[src/rtl/vl_seq_pkg.sv]
// Shared types for the strip-mined vector length sequencer.
package vl_seq_pkg;
    // Sequencer phases: waiting, emitting descriptors, signalling completion.
    typedef enum logic [1:0] {
        SEQ_IDLE = 2'd0,
        SEQ_EMIT = 2'd1,
        SEQ_DONE = 2'd2
    } seq_state_e;
endpackage

[src/rtl/vl_chunk_plan.sv]
// Chunk planner: from a total element count, works out the length of the
// first chunk (the remainder, or a full MVL when the remainder is zero),
// the total number of chunks, and whether the request is empty.
// This logic is purely combinational.
// Assumes LEN_W >= VL_W.
// A power-of-two MVL uses a mask and shift. Any other MVL uses divide and modulo by a constant.
module vl_chunk_plan #(
    parameter int MVL   = 64,
    parameter int LEN_W = 16,
    parameter int VL_W  = $clog2(MVL + 1)
) (
    input  logic [LEN_W-1:0] total_len,
    output logic [VL_W-1:0]  first_vl,
    output logic [LEN_W-1:0] chunk_cnt,
    output logic             is_empty
);
    localparam bit POW2  = ((MVL & (MVL - 1)) == 0);
    localparam int SHIFT = (MVL > 1) ? $clog2(MVL) : 0;

    logic [LEN_W-1:0] rem_len;
    logic [LEN_W-1:0] full_cnt;

    generate
        if (POW2) begin : g_pow2
            // Remainder and quotient by masking and shifting.
            always_comb begin
                rem_len  = total_len & LEN_W'(MVL - 1);
                full_cnt = total_len >> SHIFT;
            end
        end else begin : g_div
            // Remainder and quotient by constant division.
            always_comb begin
                rem_len  = total_len % LEN_W'(MVL);
                full_cnt = total_len / LEN_W'(MVL);
            end
        end
    endgenerate

    // First chunk length, chunk count and empty flag.
    always_comb begin
        first_vl  = (rem_len != '0) ? VL_W'(rem_len) : VL_W'(MVL);
        chunk_cnt = full_cnt + LEN_W'(rem_len != '0);
        is_empty  = (total_len == '0);
    end
endmodule

[src/rtl/vl_seq_fsm.sv]
// Sequence controller. It accepts a start only when idle and moves to emission or straight to
// completion for an empty request. It leaves emission after the last handshake.
// It holds completion for exactly one cycle before returning to idle.
module vl_seq_fsm
    import vl_seq_pkg::*;
(
    input  logic       clk,
    input  logic       rst_n,
    input  logic       start,
    input  logic       is_empty,
    input  logic       handshake,
    input  logic       last_chunk,
    output seq_state_e state,
    output logic       load
);
    seq_state_e state_q;

    // Descriptor registers load on an accepted non-empty start.
    always_comb load = (state_q == SEQ_IDLE) && start && !is_empty;

    // State register with synchronous active-low reset.
    always_ff @(posedge clk) begin
        if (!rst_n) begin
            state_q <= SEQ_IDLE;
        end else begin
            unique case (state_q)
                SEQ_IDLE: if (start) state_q <= is_empty ? SEQ_DONE : SEQ_EMIT;
                SEQ_EMIT: if (handshake && last_chunk) state_q <= SEQ_DONE;
                SEQ_DONE: state_q <= SEQ_IDLE;
                default:  state_q <= SEQ_IDLE;
            endcase
        end
    end

    always_comb state = state_q;
endmodule

[src/rtl/vl_desc_gen.sv]
// Descriptor generator. It holds the current chunk length, start index and
// remaining chunk count. On load it takes the planned first chunk. On advance it
// moves the index past the current chunk and resets the length to MVL.
// Assumes advance is never raised on the last chunk.
module vl_desc_gen #(
    parameter int MVL   = 64,
    parameter int LEN_W = 16,
    parameter int IDX_W = 16,
    parameter int VL_W  = $clog2(MVL + 1)
) (
    input  logic             clk,
    input  logic             rst_n,
    input  logic             load,
    input  logic             advance,
    input  logic [VL_W-1:0]  first_vl,
    input  logic [LEN_W-1:0] chunk_cnt,
    input  logic [IDX_W-1:0] base_idx,
    output logic [VL_W-1:0]  cur_vl,
    output logic [IDX_W-1:0] cur_idx,
    output logic             is_last
);
    logic [LEN_W-1:0] left_q;

    // Chunk registers: load the first chunk, then step one chunk per advance.
    always_ff @(posedge clk) begin
        if (!rst_n) begin
            cur_vl  <= '0;
            cur_idx <= '0;
            left_q  <= '0;
        end else if (load) begin
            cur_vl  <= first_vl;
            cur_idx <= base_idx;
            left_q  <= chunk_cnt;
        end else if (advance) begin
            cur_idx <= cur_idx + IDX_W'(cur_vl);
            cur_vl  <= VL_W'(MVL);
            left_q  <= left_q - 1'b1;
        end
    end

    // The final chunk is the one with a single chunk left.
    always_comb is_last = (left_q == LEN_W'(1));
endmodule

[src/rtl/vl_strip_seq.sv]
// Strip-mined vector length sequencer top. It splits N elements into a
// remainder-first series of chunks of at most MVL elements each. It offers them as
// valid/ready descriptors and pulses done after the final one.
// Assumes the index arithmetic fits in IDX_W.
module vl_strip_seq
    import vl_seq_pkg::*;
#(
    parameter int MVL   = 64,
    parameter int LEN_W = 16,
    parameter int IDX_W = 16,
    localparam int VL_W = $clog2(MVL + 1)
) (
    input  logic             clk,
    input  logic             rst_n,
    input  logic             start_i,
    input  logic [LEN_W-1:0] total_len_i,
    input  logic [IDX_W-1:0] base_idx_i,
    input  logic             desc_ready_i,
    output logic             desc_valid_o,
    output logic [VL_W-1:0]  desc_vl_o,
    output logic [IDX_W-1:0] desc_start_o,
    output logic             desc_last_o,
    output logic             done_o,
    output logic             busy_o
);
    logic [VL_W-1:0]  first_vl;
    logic [LEN_W-1:0] chunk_cnt;
    logic             is_empty;
    logic             load;
    logic             handshake;
    logic             is_last;
    seq_state_e       state;

    vl_chunk_plan #(.MVL(MVL), .LEN_W(LEN_W), .VL_W(VL_W)) u_plan (
        .total_len (total_len_i),
        .first_vl  (first_vl),
        .chunk_cnt (chunk_cnt),
        .is_empty  (is_empty)
    );

    vl_seq_fsm u_fsm (
        .clk        (clk),
        .rst_n      (rst_n),
        .start      (start_i),
        .is_empty   (is_empty),
        .handshake  (handshake),
        .last_chunk (is_last),
        .state      (state),
        .load       (load)
    );

    vl_desc_gen #(.MVL(MVL), .LEN_W(LEN_W), .IDX_W(IDX_W), .VL_W(VL_W)) u_gen (
        .clk       (clk),
        .rst_n     (rst_n),
        .load      (load),
        .advance   (handshake && !is_last),
        .first_vl  (first_vl),
        .chunk_cnt (chunk_cnt),
        .base_idx  (base_idx_i),
        .cur_vl    (desc_vl_o),
        .cur_idx   (desc_start_o),
        .is_last   (is_last)
    );

    // Handshake and output flags derived from the controller state.
    always_comb begin
        desc_valid_o = (state == SEQ_EMIT);
        handshake    = desc_valid_o && desc_ready_i;
        desc_last_o  = desc_valid_o && is_last;
        done_o       = (state == SEQ_DONE);
        busy_o       = (state != SEQ_IDLE);
    end
endmodule

[config.mk]
export PLATFORM = sky130hd
export DESIGN_NAME = vl_strip_seq
export DESIGN_NICKNAME = d
export VERILOG_FILES = /design/src/rtl/vl_seq_pkg.sv /design/src/rtl/vl_chunk_plan.sv /design/src/rtl/vl_seq_fsm.sv /design/src/rtl/vl_desc_gen.sv /design/src/rtl/vl_strip_seq.sv
export SDC_FILE = /design/constraint.sdc
export NUM_CORES = 1
export LEC_CHECK = 0
export ABC_AREA = 1
export BUFFER_PORTS_ARGS = -buffer_cell sky130_fd_sc_hd__buf_2
export CAP_MARGIN = 0
export CORE_UTILIZATION = 55
export DETAILED_ROUTE_END_ITERATION = 8
export GPL_TIMING_DRIVEN = 1
export PLACE_DENSITY = 0.83
export SLEW_MARGIN = 10
export SYNTH_ARGS = -nofsm -noshare
export SYNTH_HDL_FRONTEND = slang
export SYNTH_HIERARCHICAL = 1
export SYNTH_SLANG_ARGS = --single-unit
[constraint.sdc]
create_clock -name clk -period 2.32 [get_ports clk]
set_input_delay 0.348 -clock clk [delete_from_list [all_inputs] [get_ports clk]]
set_output_delay 0.348 -clock clk [all_outputs]
set_load 0.05 [all_outputs]
==> summary.md, run 1 <==
| Metric | Value |
|---|---|
| Status | `finished, final reports clean` |
| Simple-gate share of the synthesized area | `39.1%` |
| Top post-synthesis cells by area | `dfxtp_1 (26%), nand2_1 (17%), inv_1 (8.2%), nand3_1 (6.5%), nor2_1 (5.0%)` |
| Tot Pwr | `2.04 mW` |
| Setup violators final | `0` |
| Setup Total Neg Slack | `0 ps` |
| Vias in the first global route | `3120` |
| Core area | `5270 µm²` |
| Iter 0 DRT Violations | `210` |
| Port bufs | `62` |
| Yosys reg bits | `41` |
| Synth Area in Compound Gates | `14.2%` |
| CP peak stage delay | `330 ps` |
| Final Wtd Congestion | `0.912` |
| Static Leakage | `1.83 nW` |
| Area leader, netlist | `dfxtp_1` |
| Die X | `77.1 µm` |
| Synth Area in XOR/XNOR | `2.54%` |
| Die H | `77.1 µm` |
| CTS tree | `done` |
| Gate power share | `36.2%` |
| Grt total ovfl | `0` |
| Post-Synthesis Cells | `487` |
| Clock power frac | `23.5%` |
| Row count | `26` |
| Largest net degree at the start of global routing | `35` |
| Crit-path cells | `inv_1 > ha_1 > nand4_1 > nor4_1 > buf_4 > inv_1 > nor2_2 > buf_2` |
| Slew Viols, Final | `0` |
| Internal power | `1.23 mW` |
| Tmin final | `2140 ps` |
| Hold_ws | `302 ps` |
| Clock Latency Late Sink | `300 ps` |
| Area growth from synthesis to layout | `16.0%` |
| Post-DP HPWL | `5.78 mm` |
| CP arrival | `1790 ps` |
| Critical path capture point type | `output pin` |
| Slew headroom | `59.5%` |
| Sequential power share | `40.3%` |
| PwrDens | `568 nW/µm²` |
| Mux cell area share after synthesis | `0%` |
| Switching part of the total | `40.0%` |
| P_sw | `0.817 mW` |
| Sequential share of the synthesized area | `26.5%` |
| YS warnings | `6` |
| Startpoint types | `register` |
| Via count | `3255` |
| GRT Resource Usage Total | `27.2%` |
| H-tree Lvls | `2` |
| RSZ-0062 raised after global routing | `no` |
| CTS Buffer Depth | `2` |
| Layout cells sized above 1 | `21.8%` |
| Num CTS Buffers | `5` |
| Yosys top cell area share | `26.5%` |
| Worst-Margin Slew | `608 ps` |
| Clock Tree Root | `clkbuf_8` |
| Largest family of logic cells by synthesized area | `simple AND/OR/NAND/NOR gates` |
| Avg Cell Area, Syn | `6.37 µm²` |
| Slowest CP cell | `dfxtp_1` |
| Antenna violations before repair | `0` |
| Setup slack after placement | `137 ps` |
| ANT cells | `0` |
| Clk pin slew, worst setup/hold paths | `90 ps` |
| Final #Nets | `594` |
| Final worst slack | `182 ps` |
| Antenna-violating nets left | `0` |
| Max FO, Critical Path | `3` |
| Final Hold Vio Count | `0` |
| First-pass GRT wire length | `13.2 mm` |
| Fin area | `3600 µm²` |
| Hold crit path type | `input port to register` |
| Initial Util | `58.9%` |
| Crit path top cell by count | `inv_1` |
| Synth unique cells | `37` |
| Drt first pass iters | `5` |
| I/O Pins | `63` |
| Fill cells | `499` |
| Placed Instance Area | `3500 µm²` |
| Clk sink count | `41` |
| Synth Area in Adders | `5.08%` |
| # DRC | `0` |
| Total wire length | `7.75 mm` |
| Maxcap violations | `0` |
| Routed len/inst | `12.6 µm` |
| Data required, critical path | `1970 ps` |
| FMAX | `0.468 GHz` |
| VDD IR max | `0.000462 V` |
| Final Skew | `5.13 ps` |
| Die area | `5940 µm²` |
| Critical path class | `register to output pin` |
| Period utilization | `92.2%` |
| Synth Cell Area | `3100 µm²` |
| Post-CTS Setup Bufs | `0` |
| Avg Vias per Cell | `5.28` |
==> routing by layer <==
layer / track usage [%] / share of wire (%) / vias up
met2: 47.9 / 49 / 116
met5: 0 / 0 / -
met1: 33.0 / 44 / 1447
met4: 10.9 / 1.2 / 0
li1: - / - / 1683
met3: 3.81 / 5.7 / 9
==> placed cells by master, fill, tap and decap left out <==
cell,netlist,layout
a21oi_2,4,4
fa_1,1,1
a221oi_1,1,1
o221a_2,1,1
inv_1,68,68
xor2_1,7,7
dfxtp_1,41,41
o2111ai_1,1,1
nand3_2,6,6
conb_1,1,5
nor3_4,1,1
nor2_4,4,5
nor3_1,2,1
xnor2_1,2,2
clkbuf_8,0,5
nand2_2,5,5
o21ai_0,6,6
nor3_2,3,4
a31oi_1,7,7
buf_4,7,10
buf_2,7,62
clkbuf_1,10,1
o311ai_0,1,1
nor4_1,1,1
buf_12,0,2
ha_1,11,11
a21boi_1,1,1
nor2_1,41,40
nand2_1,137,137
a22oi_1,19,19
a21oi_1,24,24
nor2_2,8,8
nand3_1,40,40
clkinvlp_4,0,2
or2_1,2,2
nand4_1,9,9
nand3b_1,2,2
or2_2,2,2
o21bai_2,2,2
==> cell usage after synthesis <==
| cell | number |
|---|---|
| nand4_1 | 9 |
| nor2_1 | 41 |
| nand3b_1 | 2 |
| nor2_2 | 8 |
| nor2_4 | 4 |
| a21boi_1 | 1 |
| o311ai_0 | 1 |
| o21ai_0 | 6 |
| xor2_1 | 7 |
| o2111ai_1 | 1 |
| a31oi_1 | 7 |
| nor3_1 | 2 |
| buf_4 | 7 |
| nand3_2 | 6 |
| or2_1 | 2 |
| clkbuf_1 | 10 |
| o21bai_2 | 2 |
| a221oi_1 | 1 |
| nor3_2 | 3 |
| xnor2_1 | 2 |
| a22oi_1 | 19 |
| nand2_2 | 5 |
| fa_1 | 1 |
| ha_1 | 11 |
| a21oi_2 | 4 |
| a21oi_1 | 24 |
| buf_2 | 7 |
| nor4_1 | 1 |
| buf_1 | 2 |
| dfxtp_1 | 41 |
| nand3_1 | 40 |
| nor3_4 | 1 |
| nand2_1 | 137 |
| inv_1 | 68 |
| conb_1 | 1 |
| o221a_2 | 1 |
| or2_2 | 2 |
==> sequential cells by signal (all words and copies together) (netlist names) <==
signal	flops
u_fsm/state	2
u_gen/left_q	16
u_gen/cur_idx	16
u_gen/cur_vl	7
==> power groups by stage <==
stage               clock network (mW)  registers, mW  logic, mW
floorplan                            0          0.937      0.439
global route                     0.525          0.835      0.810
global placement                     0          0.837      0.707
CTS                              0.488          0.824      0.731
detailed placement                   0          0.840      0.727
finish                           0.481          0.825      0.739
==> timing repair <==
item                                    in CTS  in global routing
gates resized for setup                      0                  2
endpoints found under the setup margin       0                 22
hold buffers                                 0                  0
==> final timing paths <==
kind,slack (ps),from,to,depth (start not counted)
max reg2reg,210,u_gen/left_q[1]$_SDFFE_PN0P_,u_gen/left_q[2]$_SDFFE_PN0P_,11
min reg2reg,500,u_gen/cur_vl[2]$_SDFFE_PN0P_,u_gen/cur_vl[2]$_SDFFE_PN0P_,2
min,300,total_len_i[4],u_gen/cur_vl[4]$_SDFFE_PN0P_,3
max,180,u_gen/left_q[1]$_SDFFE_PN0P_,desc_last_o,8
==> cells by family (layout without fill, tap and decap cells) <==
family,count (synthesis),in the layout
simple gates,263,263
compound gates,67,67
other cells,1,5
flops,41,41
fa+ha+maj,12,12
xor+xnor,9,9
buf+inv,94,150
==> stage by stage <==
stage / cells / utilization, %
2_1_floorplan: 491 / -
6_report: 617 / 68.3
3_5_place_dp: 609 / 66.4
4_1_cts: 617 / 68.1
3_3_place_gp: 609 / 66.4
5_1_grt: 617 / 68.3
==> cell type report <==
cell class / instances / area (µm²) / share of cell area (%)
Multi-Input combinational cell: 356 / 1920 / 53.4
Sequential cell: 41 / 821 / 22.8
Timing Repair Buffer: 74 / 425 / 11.8
Inverter: 68 / 255 / 7.10
Tap cell: 70 / 87.6 / 2.43
Clock buffer: 6 / 72.6 / 2.02
Clock inverter: 2 / 15.0 / 0.417
==> worst max-delay path, delay by kind of cell, from the launching register on <==
| kind | cells | cell delay (ps) |
|---|---|---|
| buffers and inverters | 4 | 560 |
| and+or+nand+nor | 3 | 430 |
| DFF | 1 | 330 |
| adders and majority gates | 1 | 160 |
No activity file was read; power rests on OpenSTA's default activity.
==> run 2, diff against run 1 <==
- CORE_UTILIZATION: 55 -> 51
- PLACE_DENSITY: 0.83 -> 0.78
==> summary.md, run 2 (synthesis results as in run 1) <==
| Metric | Value |
|---|---|
| Fin area | `3630 µm² (was 3600 µm²)` |
| Slew Viols, Final | `0 (unchanged)` |
| Most common cell after layout, fill and taps aside | `nand2_1 (unchanged)` |
| Via count | `3207 (was 3255)` |
| Max FO, Critical Path | `3 (unchanged)` |
| Row count | `28 (was 26)` |
| Routed len/inst | `11.9 µm (was 12.6 µm)` |
| Avg Vias per Cell | `5.13 (was 5.28)` |
| CTS tree | `done (unchanged)` |
| Sequential power share | `40.2% (was 40.3%)` |
| Layout cells sized above 1 | `22.5% (was 21.8%)` |
| Area of the multi-input gates | `1940 µm² (was 1920 µm²)` |
| Area growth from synthesis to layout | `17.2% (was 16.0%)` |
| FF-to-FF path depth | `11 (unchanged)` |
| FMAX | `0.470 GHz (was 0.468 GHz)` |
| Iter 0 DRT Violations | `131 (was 210)` |
| First-pass GRT wire length | `12.6 mm (was 13.2 mm)` |
| Clock power frac | `23.8% (was 23.5%)` |
| Final Hold Vio Count | `0 (unchanged)` |
| Period utilization | `91.7% (was 92.2%)` |
| Startpoint types | `register (unchanged)` |
| Antenna violations before repair | `0 (unchanged)` |
| I/O Pins | `63 (unchanged)` |
| Most frequent cells in the layout | `nand2_1 (137), inv_1 (68), buf_2 (61) (was nand2_1 (137), inv_1 (68), buf_2 (62))` |
| Internal power | `1.23 mW (about the same)` |
| Post-DP HPWL | `5.70 mm (was 5.78 mm)` |
| Initial Util | `52.7% (was 58.9%)` |
| Core area | `5890 µm² (was 5270 µm²)` |
| Fill cells | `581 (was 499)` |
| R2r endpoint | `u_gen/left_q[2]$_SDFFE_PN0P_ (unchanged)` |
| Crit-path cells | `inv_1 > ha_1 > nand4_1 > nor4_4 > buf_4 > inv_1 > nor2_2 > buf_4 (was inv_1 > ha_1 > nand4_1 > nor4_1 > buf_4 > inv_1 > nor2_2 > buf_2)` |
| Vias in the first global route | `2892 (was 3120)` |
| Violated checks | `design-rule violations` |
| GRT Resource Usage Total | `25.1% (was 27.2%)` |
| Data required, critical path | `1970 ps (about the same)` |
| Antenna-violating nets left | `0 (unchanged)` |
| Clk pin slew, worst setup/hold paths | `90 ps (about the same)` |
| Die X | `80.0 µm (was 77.1 µm)` |
| Grt total ovfl | `0 (unchanged)` |
| CP arrival | `1780 ps (was 1790 ps)` |
| Slew headroom | `54.6% (was 59.5%)` |
| Hold_buf cts | `0 (unchanged)` |
| Hold path depth | `3 (unchanged)` |
| Clk sink count | `41 (unchanged)` |
| PwrDens | `564 nW/µm² (was 568 nW/µm²)` |
| VDD IR max | `0.000265 V (was 0.000462 V)` |
| Seq. cell area | `821 µm² (unchanged)` |
| Status | `complete, but fails checks (was finished, final reports clean)` |
| Reg2reg setup slack | `230 ps (was 210 ps)` |
| Port bufs | `62 (unchanged)` |
| Tot Pwr | `2.05 mW (was 2.04 mW)` |
| Worst reg2reg path startpoint | `u_gen/left_q[1]$_SDFFE_PN0P_ (unchanged)` |
| P_sw | `0.821 mW (was 0.817 mW)` |
| Clock Tree Root | `clkbuf_8 (unchanged)` |
| Hold crit path type | `input port to register (unchanged)` |
| CP peak stage delay | `320 ps (was 330 ps)` |
| Final Skew | `10.4 ps (was 5.13 ps)` |
| Biggest regs | `u_gen/cur_idx (16), u_gen/left_q (16), u_gen/cur_vl (7) (unchanged)` |
| Die H | `80.0 µm (was 77.1 µm)` |
| Slowest CP cell | `dfxtp_1 (unchanged)` |
| Maxcap violations | `0 (unchanged)` |
| Num CTS Buffers | `5 (unchanged)` |
| Critical path capture point type | `output pin (unchanged)` |
| Total wire length | `7.44 mm (was 7.75 mm)` |
| # DRC | `1 (was 0)` |
| Worst-Margin Slew | `680 ps (was 608 ps)` |
| RSZ-0062 raised after global routing | `no (unchanged)` |
| Hold worst-path end | `u_gen/cur_vl[3]$_SDFFE_PN0P_ (was u_gen/cur_vl[4]$_SDFFE_PN0P_)` |
| Drt first pass iters | `7 (was 5)` |
| Critical path class | `register to output pin (unchanged)` |
| Setup violators final | `0 (unchanged)` |
| Clock Latency Late Sink | `310 ps (was 300 ps)` |
| Switching part of the total | `40.1% (was 40.0%)` |
| Final #Nets | `597 (was 594)` |
| Final Wtd Congestion | `0.891 (was 0.912)` |
| Gate power share | `35.9% (was 36.2%)` |
| ANT cells | `0 (unchanged)` |
| Static Leakage | `1.84 nW (was 1.83 nW)` |
| H-tree Lvls | `2 (unchanged)` |
| Min-delay src | `total_len_i[3] (was total_len_i[4])` |
| Placed Instance Area | `3520 µm² (was 3500 µm²)` |
| CTS Buffer Depth | `2 (unchanged)` |
| Die area | `6400 µm² (was 5940 µm²)` |
| Tmin final | `2130 ps (was 2140 ps)` |
| Largest net degree at the start of global routing | `25 (was 35)` |
==> run 2: cell types whose count changed in the layout (fill, tap and decap cells not counted) <==
cell / change
buf_4: +5
buf_12: -1
buf_2: -1
clkbuf_1: -1
clkinvlp_4: +1
nor4_1: -1
nor4_4: +1
==> run 2: stage by stage <==
step                setup slack, ps  instances  TNS (ps)  hold WS, ps  utilization [%]
floorplan                       317        491         0          480                -
global placement               51.4        617         0          475             59.7
detailed placement            -19.6        617     -19.6          483             59.7
CTS                            10.5        625         0          284             61.3
global route                   13.8        625         0          295             61.8
finish                          194        625         0          292             61.8
==> run 2: repair_timing <==
action,in CTS,in global routing
gates resized for setup,0,6
buffers inserted,0,0
endpoints found under the setup margin,0,22
==> run 2: area by class of cell <==
type,count,area share (%)
Multi-Input combinational cell,356,53.3
Sequential cell,41,22.6
Timing Repair Buffer,77,12.0
Inverter,68,7.02
Tap cell,75,2.58
Clock buffer,5,1.89
Clock inverter,3,0.620
==> run 2: worst max path at each step <==
stage | start | endpoint | cells past startpoint
2_1_floorplan | u_gen/left_q[7]$_SDFFE_PN0P_ | desc_last_o | 5
3_5_place_dp | total_len_i[5] | u_gen/left_q[2]$_SDFFE_PN0P_ | 11
3_3_place_gp | total_len_i[5] | u_gen/left_q[2]$_SDFFE_PN0P_ | 11
6_report | u_gen/left_q[1]$_SDFFE_PN0P_ | desc_last_o | 8
5_1_grt | u_gen/left_q[1]$_SDFFE_PN0P_ | desc_last_o | 8
4_1_cts | u_gen/left_q[11]$_SDFFE_PN0P_ | desc_last_o | 7
==> run 2: worst max-delay path, delay by kind of cell (launching register included) <==
family / cells / cell delay [ps]
AND/OR/NAND/NOR: 3 / 510
adder cells (fa/ha/maj): 1 / 160
buffers and inverters: 4 / 480
flip-flops: 1 / 320
==> run 2: routing by layer <==
metal / share of wire (%) / wire length [µm] / vias up / track usage (%)
li1: - / - / 1681 / -
met1: 46 / 3410 / 1441 / 31.3
met2: 49 / 3610 / 82 / 43.9
met3: 5.3 / 393 / 3 / 4.46
met4: 0.28 / 21 / 0 / 6.61
met5: 0 / 0 / - / 0
==> run 2: power groups by stage <==
stage	registers, mW	clock network [mW]	logic, mW
CTS	0.822	0.501	0.728
finish	0.825	0.488	0.736
detailed placement	0.837	0	0.724
floorplan	0.937	0	0.439
global placement	0.836	0	0.711
global route	0.834	0.520	0.814
==> run 3, diff against run 2 <==
- CORE_UTILIZATION: 51 -> 55
- PLACE_DENSITY: 0.78 -> 0.83
- RECOVER_POWER: default -> 100
==> summary.md, run 3 (synthesis results as in run 1) <==
| Metric | Value |
|---|---|
| Final #Nets | `594 (was 597)` |
| Final Skew | `4.45 ps (was 10.4 ps)` |
| Crit-path cells | `inv_1 > ha_1 > nand4_1 > nor4_1 > buf_4 > inv_1 > nor2_2 > buf_2 (was inv_1 > ha_1 > nand4_1 > nor4_4 > buf_4 > inv_1 > nor2_2 > buf_4)` |
| Slowest CP cell | `dfxtp_1 (unchanged)` |
| PwrDens | `572 nW/µm² (was 564 nW/µm²)` |
| # DRC | `0 (was 1)` |
| Slew Viols, Final | `0 (unchanged)` |
| Setup Total Neg Slack | `0 ps (unchanged)` |
| RSZ-0062 raised after global routing | `no (unchanged)` |
| Post-CTS Setup Bufs | `0 (unchanged)` |
| Busiest grt layer | `met2 (unchanged)` |
| CTS Buffer Depth | `2 (unchanged)` |
| Setup violators final | `0 (unchanged)` |
| CP endpoint | `desc_last_o (unchanged)` |
| First-pass GRT wire length | `13.2 mm (was 12.6 mm)` |
| Port bufs | `62 (unchanged)` |
| Crit path launch | `u_gen/left_q[1]$_SDFFE_PN0P_ (unchanged)` |
| Max FO, Critical Path | `3 (unchanged)` |
| Routed len/inst | `12.5 µm (was 11.9 µm)` |
| Clk sink count | `41 (unchanged)` |
| Largest net degree at the start of global routing | `35 (was 25)` |
| Maxcap violations | `0 (unchanged)` |
| Status | `finished, final reports clean (was complete, but fails checks)` |
| R2r endpoint | `u_gen/left_q[2]$_SDFFE_PN0P_ (unchanged)` |
| Biggest regs | `u_gen/cur_idx (16), u_gen/left_q (16), u_gen/cur_vl (7) (unchanged)` |
| Total wire length | `7.74 mm (was 7.44 mm)` |
| Num CTS Buffers | `5 (unchanged)` |
| Die H | `77.1 µm (was 80.0 µm)` |
| Row count | `26 (was 28)` |
| Antenna-violating nets left | `0 (unchanged)` |
| Hold crit path type | `input port to register (unchanged)` |
| GRT Resource Usage Total | `27.2% (was 25.1%)` |
| Static Leakage | `1.73 nW (was 1.84 nW)` |
| Critical path class | `register to output pin (unchanged)` |
| Grt total ovfl | `0 (unchanged)` |
| Final Util | `67.4% (was 61.8%)` |
| Met1 Use GR | `33.0% (was 31.3%)` |
| CTS tree | `done (unchanged)` |
| Die X | `77.1 µm (was 80.0 µm)` |
| Worst-Margin Slew | `603 ps (was 680 ps)` |
| Clock Latency Late Sink | `300 ps (was 310 ps)` |
| Final Wtd Congestion | `0.912 (was 0.891)` |
| Vias in the first global route | `3120 (was 2892)` |
| Startpoint types | `register (unchanged)` |
| GRT met2 Usage | `47.9% (was 43.9%)` |
| Core area | `5270 µm² (was 5890 µm²)` |
| ANT cells | `0 (unchanged)` |
| Data required, critical path | `1970 ps (about the same)` |
| Reg2reg setup slack | `200 ps (was 230 ps)` |
| Slew headroom | `60.0% (was 54.6%)` |
| Area growth from synthesis to layout | `14.5% (was 17.2%)` |
| Antenna violations before repair | `0 (unchanged)` |
| CP peak stage delay | `330 ps (was 320 ps)` |
| Clock Tree Root | `clkbuf_8 (unchanged)` |
| I/O Pins | `63 (unchanged)` |
| Post-DP HPWL | `5.78 mm (was 5.70 mm)` |
| Most frequent cells in the layout | `nand2_1 (137), inv_1 (68), nor2_1 (42) (was nand2_1 (137), inv_1 (68), buf_2 (61))` |
| Crit path top cell by count | `inv_1` |
| Initial Util | `58.9% (was 52.7%)` |
| Layout cells sized above 1 | `16.3% (was 22.5%)` |
| Most common cell after layout, fill and taps aside | `nand2_1 (unchanged)` |
| Clk pin slew, worst setup/hold paths | `80 ps (was 90 ps)` |
| Avg Vias per Cell | `5.28 (was 5.13)` |
| Period utilization | `91.6% (was 91.7%)` |
| H-tree Lvls | `2 (unchanged)` |
| CP arrival | `1780 ps (about the same)` |
| Via count | `3258 (was 3207)` |
| Critical path capture point type | `output pin (unchanged)` |
| Drt first pass iters | `5 (was 7)` |
| Iter 0 DRT Violations | `184 (was 131)` |
| Met3 usage in global routing | `3.81% (was 4.46%)` |
| VDD IR max | `0.000460 V (was 0.000265 V)` |
| FF-to-FF path depth | `11 (unchanged)` |
| FMAX | `0.471 GHz (was 0.470 GHz)` |
| Die area | `5940 µm² (was 6400 µm²)` |
| Final Hold Vio Count | `0 (unchanged)` |
| Tmin final | `2130 ps (about the same)` |
| Hold_buf cts | `0 (unchanged)` |
| Worst reg2reg path startpoint | `u_gen/left_q[1]$_SDFFE_PN0P_ (unchanged)` |
[run 3: cell types whose count changed in the layout (fill, tap and decap cells not counted), sizes merged]
cell | previous run | this run
buf | 77 | 48
clkbuf | 5 | 32
clkinvlp | 3 | 2
[run 3: critical path, delay by kind of cell (launching register included)]
family / cells / cell delay [ps]
buffers and inverters: 4 / 560
adder cells (fa/ha/maj): 1 / 150
AND/OR/NAND/NOR: 3 / 430
flip-flops: 1 / 330
[run 3: how the worst min path moves through the flow]
stage / from / end / slack [ps] / depth (start not counted)
after CTS: total_len_i[5] / u_gen/cur_vl[5]$_SDFFE_PN0P_ / 300 / 3
after global placement: u_gen/cur_vl[0]$_SDFFE_PN0P_ / u_gen/cur_vl[0]$_SDFFE_PN0P_ / 470 / 2
after global routing: total_len_i[5] / u_gen/cur_vl[5]$_SDFFE_PN0P_ / 320 / 3
after floorplan: rst_n / u_fsm/state[0]$_SDFFE_PN0P_ / 480 / 2
final: total_len_i[4] / u_gen/cur_vl[4]$_SDFFE_PN0P_ / 300 / 3
after detailed placement: u_gen/cur_vl[2]$_SDFFE_PN0P_ / u_gen/cur_vl[2]$_SDFFE_PN0P_ / 480 / 2
[run 3: area by class of cell]
cell class | count | area [µm²]
clock buffer | 6 | 72.6
inverter | 68 | 255
timing repair buffer | 74 | 393
clock inverter | 2 | 15.0
fill | 512 | 1720
sequential | 41 | 821
tap | 70 | 87.6
multi-input combinational | 356 | 1910
[run 3: report_power, final]
part	leakage, nW	switching, mW	internal [mW]
Sequential	0.337	0.0653	0.761
Clock	0.0374	0.268	0.212
Combinational	1.35	0.482	0.243
[run 3: per-layer routing]
layer / vias up / share of wire (%)
met4: 0 / 1.3
li1: 1679 / -
met5: - / 0
met2: 102 / 49
met3: 11 / 4.4
met1: 1466 / 45
[run 3: stage by stage]
| step | setup slack, ps | cell area, µm² | hold WS (ps) | power (mW) | cells |
|---|---|---|---|---|---|
| 6_report | 195 | 3550 | 303 | 2.03 | 617 |
| 5_1_grt | 22.3 | 3550 | 318 | 2.16 | 617 |
| 4_1_cts | 41.0 | 3590 | 296 | 2.04 | 617 |
| 3_5_place_dp | 137 | 3500 | 480 | 1.57 | 609 |
| 3_3_place_gp | 189 | 3500 | 474 | 1.54 | 609 |
| 2_1_floorplan | 317 | 3120 | 480 | 1.38 | 491 |
[run 3: what timing repair did]
| item | 4_1_cts | 5_1_grt |
|---|---|---|
| endpoints found under the setup margin | 0 | 22 |
| gates resized for setup | 0 | 2 |
| endpoints found under the hold margin | 0 | 0 |
